===== config.mk =====
export PLATFORM = sky130hd
export DESIGN_NAME = rail_fault_shutdown
export DESIGN_NICKNAME = d
export VERILOG_FILES = /design/src/rtl/rail_fault_shutdown.sv
export SDC_FILE = /design/constraint.sdc
export NUM_CORES = 1
export LEC_CHECK = 0
export ABC_AREA = 0
export BUFFER_PORTS_ARGS = -buffer_cell sky130_fd_sc_hd__buf_2
export CORE_MARGIN = 2
export CORE_UTILIZATION = 30
export CTS_CLUSTER_DIAMETER = 150
export DETAILED_ROUTE_END_ITERATION = 8
export HOLD_SLACK_MARGIN = 0.1
export PLACE_DENSITY = 0.48
export SETUP_SLACK_MARGIN = 0.2
export SYNTH_ARGS = -nofsm -noshare
export SYNTH_HDL_FRONTEND = slang
export SYNTH_SLANG_ARGS = --single-unit
export TNS_END_PERCENT = 30

===== constraint.sdc =====
create_clock -name clk -period 6.3 [get_ports clk]
set_input_delay 1.26 -clock clk [delete_from_list [all_inputs] [get_ports clk]]
set_output_delay 1.26 -clock clk [all_outputs]
set_load 0.02 [all_outputs]

===== src/rtl/rail_fault_shutdown.sv =====
module rail_fault_shutdown #(
  parameter int NUM_PHASES  = 4,
  parameter int NUM_RAILS   = 2,
  parameter int ARM_TIMEOUT = 8,
  parameter int RAIL_W      = (NUM_RAILS > 1) ? $clog2(NUM_RAILS) : 1
) (
  input  logic                         clk,
  input  logic                         rst_n,
  input  logic [NUM_PHASES-1:0]        fault_pin,
  input  logic [NUM_RAILS-1:0]         cmp_fault,
  input  logic [NUM_PHASES-1:0]        sw_strobe,
  input  logic [NUM_PHASES*RAIL_W-1:0] phase_rail,
  input  logic                         fault_clr,
  output logic [NUM_PHASES-1:0]        pwm_dis,
  output logic [NUM_PHASES-1:0]        sr_dis,
  output logic [NUM_RAILS-1:0]         pin_status,
  output logic [NUM_RAILS-1:0]         cmp_status
);
  localparam int PW = (NUM_PHASES > 1) ? $clog2(NUM_PHASES) : 1;
  localparam int TW = $clog2(ARM_TIMEOUT + 1);
  localparam int KW = $clog2(NUM_PHASES + 1);

  typedef enum logic [1:0] {RS_IDLE, RS_ARM, RS_WALK, RS_DONE} rail_st_t;

  logic [RAIL_W-1:0] rail_of [NUM_PHASES];
  rail_st_t          st      [NUM_RAILS];
  logic [PW-1:0]     ptr     [NUM_RAILS];
  logic [TW-1:0]     wcnt    [NUM_RAILS];
  logic [PW-1:0]     first   [NUM_RAILS];
  logic [NUM_RAILS-1:0] has_member, fire, busy_r;
  logic [NUM_PHASES-1:0] set_mask;
  logic busy, clr_ok;

  genvar gp;
  generate
    for (gp = 0; gp < NUM_PHASES; gp++) begin : g_map
      assign rail_of[gp] = phase_rail[gp*RAIL_W +: RAIL_W];
    end
  endgenerate

  always_comb begin
    for (int r = 0; r < NUM_RAILS; r++) begin
      first[r]      = '0;
      has_member[r] = 1'b0;
      for (int p = NUM_PHASES - 1; p >= 0; p--) begin
        if (rail_of[p] == RAIL_W'(r)) begin
          first[r]      = PW'(p);
          has_member[r] = 1'b1;
        end
      end
      fire[r]   = (st[r] == RS_ARM) &&
                  (sw_strobe[first[r]] || wcnt[r] == TW'(ARM_TIMEOUT - 1));
      busy_r[r] = (st[r] == RS_ARM) || (st[r] == RS_WALK);
    end
  end

  assign busy   = |busy_r;
  assign clr_ok = fault_clr && !(|fault_pin) && !(|cmp_fault) && !busy;

  always_comb begin
    set_mask = fault_pin;
    for (int r = 0; r < NUM_RAILS; r++) begin
      if (fire[r]) set_mask[first[r]] = 1'b1;
      if (st[r] == RS_WALK && rail_of[ptr[r]] == RAIL_W'(r)) set_mask[ptr[r]] = 1'b1;
    end
  end

  always_ff @(posedge clk or negedge rst_n) begin
    if (!rst_n) begin
      pwm_dis <= '0;
      sr_dis  <= '0;
    end else if (clr_ok) begin
      pwm_dis <= '0;
      sr_dis  <= '0;
    end else begin
      pwm_dis <= pwm_dis | set_mask;
      sr_dis  <= sr_dis  | set_mask;
    end
  end

  always_ff @(posedge clk or negedge rst_n) begin
    if (!rst_n) begin
      pin_status <= '0;
    end else if (clr_ok) begin
      pin_status <= '0;
    end else begin
      for (int p = 0; p < NUM_PHASES; p++)
        if (fault_pin[p] && int'(rail_of[p]) < NUM_RAILS) pin_status[rail_of[p]] <= 1'b1;
    end
  end

  always_ff @(posedge clk or negedge rst_n) begin
    if (!rst_n) begin
      cmp_status <= '0;
      for (int r = 0; r < NUM_RAILS; r++) begin
        st[r]   <= RS_IDLE;
        ptr[r]  <= '0;
        wcnt[r] <= '0;
      end
    end else if (clr_ok) begin
      cmp_status <= '0;
      for (int r = 0; r < NUM_RAILS; r++) begin
        st[r]   <= RS_IDLE;
        ptr[r]  <= '0;
        wcnt[r] <= '0;
      end
    end else begin
      for (int r = 0; r < NUM_RAILS; r++) begin
        case (st[r])
          RS_IDLE: if (cmp_fault[r]) begin
            cmp_status[r] <= 1'b1;
            wcnt[r]       <= '0;
            st[r]         <= has_member[r] ? RS_ARM : RS_DONE;
          end
          RS_ARM: if (fire[r]) begin
            ptr[r] <= first[r] + PW'(1);
            st[r]  <= (first[r] == PW'(NUM_PHASES - 1)) ? RS_DONE : RS_WALK;
          end else begin
            wcnt[r] <= wcnt[r] + TW'(1);
          end
          RS_WALK: if (ptr[r] == PW'(NUM_PHASES - 1)) st[r] <= RS_DONE;
                   else ptr[r] <= ptr[r] + PW'(1);
          default: st[r] <= RS_DONE;
        endcase
      end
    end
  end

  // Checks kept beside the logic they guard.
  logic [KW-1:0] walk_len [NUM_RAILS];
  always_ff @(posedge clk or negedge rst_n) begin
    if (!rst_n) for (int r = 0; r < NUM_RAILS; r++) walk_len[r] <= '0;
    else for (int r = 0; r < NUM_RAILS; r++)
      walk_len[r] <= (st[r] == RS_WALK) ? walk_len[r] + KW'(1) : '0;
  end

  generate
    for (gp = 0; gp < NUM_PHASES; gp++) begin : g_pa
      p_pin_disables_r1: assert property (@(posedge clk) disable iff (!rst_n)
        fault_pin[gp] |=> (pwm_dis[gp] && sr_dis[gp]));
      p_hold_r8: assert property (@(posedge clk) disable iff (!rst_n)
        (pwm_dis[gp] && !fault_clr) |=> pwm_dis[gp]);
      for (genvar gr = 0; gr < NUM_RAILS; gr++) begin : g_pr
        p_pin_status_r2: assert property (@(posedge clk) disable iff (!rst_n)
          (fault_pin[gp] && rail_of[gp] == RAIL_W'(gr)) |=> pin_status[gr]);
      end
    end
    for (genvar gr = 0; gr < NUM_RAILS; gr++) begin : g_ra
      p_cmp_status_r3: assert property (@(posedge clk) disable iff (!rst_n)
        cmp_fault[gr] |=> cmp_status[gr]);
      p_walk_bound_r5: assert property (@(posedge clk) disable iff (!rst_n)
        walk_len[gr] < KW'(NUM_PHASES));
    end
  endgenerate

  p_clear_r9: assert property (@(posedge clk) disable iff (!rst_n)
    clr_ok |=> (pwm_dis == '0 && sr_dis == '0 && pin_status == '0 && cmp_status == '0));
endmodule


==> results.tsv <==
metric	value	unit
holdPathStages	1	
finalPower	0.0005206	W
hold_buffers	0	
start_util	31.28	%
maxCapViolCount	0	
required	6470	ps
arrival	3140	ps
numPortBuffers	28	
syn_nets	265	
hp-start	sr_dis[3]$_DFF_PN0_	
ys.flop_type	dfrtp_1	
grt_pass1_wl	9666	um
cts_buffers	3	
timing.rr.end	st[2]$_DFFE_PN0P_	
clk_pin_slew	100	ps
cts_buffer_depth	2	
htreeDepth	1	
setup-violations-final	0	
min_to	sr_dis[3]$_DFF_PN0_	
synth_area	0.002137	mm^2
reg2regPathDepth	7	
root_buffer	clkbuf_8	
synth_top_area_share	32.79	%
wire_per_inst	16.03	um
rsz0062_at_grt	false	
globalRouteTotalUtil	15.66	%
critical_path_class	in2reg	
gp_routability_congestion	0.8130	
hpwl	4157	um
wirelength	5644	um
ant_nets	0	
syn_inst	238	
powerDensity	217.8	mW/mm^2
firstDrtPassIters	4	
p_leak	0.9460	nW
reg2reg_from	st[2]$_DFFE_PN0P_	
relSlewSlack	50.59	%
die_w	88.40	um
syn_to_final_growth	11.83	%
period_share	47.12	%
dp_slack	3024	ps
period_needed	2969	ps
synth_edf_count	0	
cts_tree	built	
core-area	0.006832	mm^2
holdWs	495.7	ps
grt_overflow_total	0	
ir_worst_vdd	0.08858	mV
post_drt_via_cell_ratio	5.489	
drc	0	
grt_antenna_before_repair	0	
post_cts_buffers	0	
crit_path_start_kind	input pin	
yosys.area.top_type	dfrtp_1	
fin_ws	3331	ps
post_cts_resized	0	
clock-sinks	28	
io_pins	29	
fillCellCount	737	
cp-end-kind	register	
fin_setup_tns	0	ps
final_cells	352	
finalHoldViolations	0	
diodes	0	
ys_seq_elements	28	
num_vias	1932	
grt_max_degree	29	
ys_types	62	
tightest_slew	734.4	ps
drtIter0Drc	155	
outcome	completed	
die_area	0.007815	mm^2
grt_pass1_vias	1891	
hold_class	reg2reg	
dieHeight	88.40	um
row_count	30	
place_inst	348	
clock_skew	6.794	ps
synth_seq_area_share	32.79	%
crit_fanout	20	
synth_warnings	0	
ff2ff_setup_slack	3670	ps
fmaxAchievable	336.9	MHz
clk_latency	280	ps
async_reset_ff_share	100.0	%
synth_area_leaders	dfrtp_1 (33%), ha_1 (5.9%), nand2_1 (4.2%)	
layout.nets	284	
final_max_slew_viol_count	0	
drive_gt1_share	18.75	%
avgSynthCellArea	8.979	um^2
-- state kept, by name, indices dropped and copies added (netlist names) --
signal	cells
sr_dis	4
cmp_status	2
wcnt	8
pin_status	2
st	4
pwm_dis	4
ptr	4
-- kinds of logic (layout without fill, tap and decap cells) --
group	count (synthesis)	after routing	synth area share [%]
buffers and inverters	29	47	6.322
adders and majority gates	10	10	5.855
AOI/OAI and AO/OA	77	77	28.28
and+or+nand+nor	87	87	23.19
DFF	28	28	32.79
muxes	7	7	3.571
-- critical path: stages --
cell,delay (ps)
buf_2,140
nor4b_4,340
and3_1,700
nor3b_1,100
a211o_1,280
mux2_1,320
-- per-stage QoR --
| stage | cell area (um^2) | util [%] |
|---|---|---|
| 2_1_floorplan | 2137 | - |
| 3_3_place_gp | 2318 | 33.94 |
| 3_5_place_dp | 2318 | 33.94 |
| 4_1_cts | 2390 | 34.98 |
| 5_1_grt | 2390 | 34.98 |
| 6_report | 2390 | 34.98 |
-- cells in the final DEF, fill, tap and decap left out, drive strengths merged, types with 3 or more instances in the layout --
cell	count
and3	5
nand3	5
nor4	5
nor2	18
o31a	5
mux2	5
inv	15
o22ai	5
nand2b	3
o31ai	8
a21oi	13
dfrtp	28
o211ai	5
nor2b	3
nand4	4
a211o	3
buf	28
a31oi	7
o21ai	6
nand2	24
clkbuf	3
o21a	5
nor3	9
nand3b	5
ha	10
-- layer usage --
metal  wire [um]  vias up  global-route usage [%]  part of all wire (%)
met3         251        7                   1.772                   4.4
met2        2519       54                   23.72                    45
met4          79        0                   4.270                   1.4
li1            -      937                       -                     -
met1        2793      934                   23.57                    49
met5           0        -                       0                     0
-- cell type report --
| cell class | count | area (um^2) | area share, % |
|---|---|---|---|
| clock buffers | 3 | 41.29 | 1.728 |
| multi-input cells | 181 | 1301 | 54.45 |
| well taps | 96 | 120.1 | 5.026 |
| inverters | 15 | 56.30 | 2.356 |
| flip-flops and latches | 28 | 700.7 | 29.32 |
| clock inverters | 1 | 30.03 | 1.257 |
| repair buffers | 28 | 140.1 | 5.864 |
-- worst max path at each step --
stage | from | endpoint | slack, ps | depth (start not counted)
floorplan | phase_rail[2] | st[0]$_DFFE_PN0P_ | 3690 | 6
global placement | fault_pin[3] | st[3]$_DFFE_PN0P_ | 3090 | 6
detailed placement | fault_pin[3] | st[2]$_DFFE_PN0P_ | 3020 | 6
CTS | fault_pin[3] | st[2]$_DFFE_PN0P_ | 3340 | 6
global route | fault_pin[2] | st[3]$_DFFE_PN0P_ | 3220 | 6
finish | fault_pin[3] | st[2]$_DFFE_PN0P_ | 3330 | 6
-- where the power goes --
group / switching [W] / internal (W) / total [W]
sequential: 0.0000401 / 0.000209 / 0.000249
clock: 0.0000628 / 0.0000852 / 0.000148
combinational: 0.0000712 / 0.0000524 / 0.000124
-- Yosys cell counts, drive strengths merged, types with 3 or more instances --
library cell   n
a211o          3
a21oi         13
a31oi          7
and3           5
buf            8
clkbuf         6
dfrtp         28
ha            10
inv           15
mux2           5
nand2         24
nand2b         3
nand3          5
nand3b         5
nand4          4
nor2          18
nor2b          3
nor3           9
nor4           5
o211ai         5
o21a           5
o21ai          6
o22ai          5
o31a           5
o31ai          8
Power figures use the tool's default switching activity.
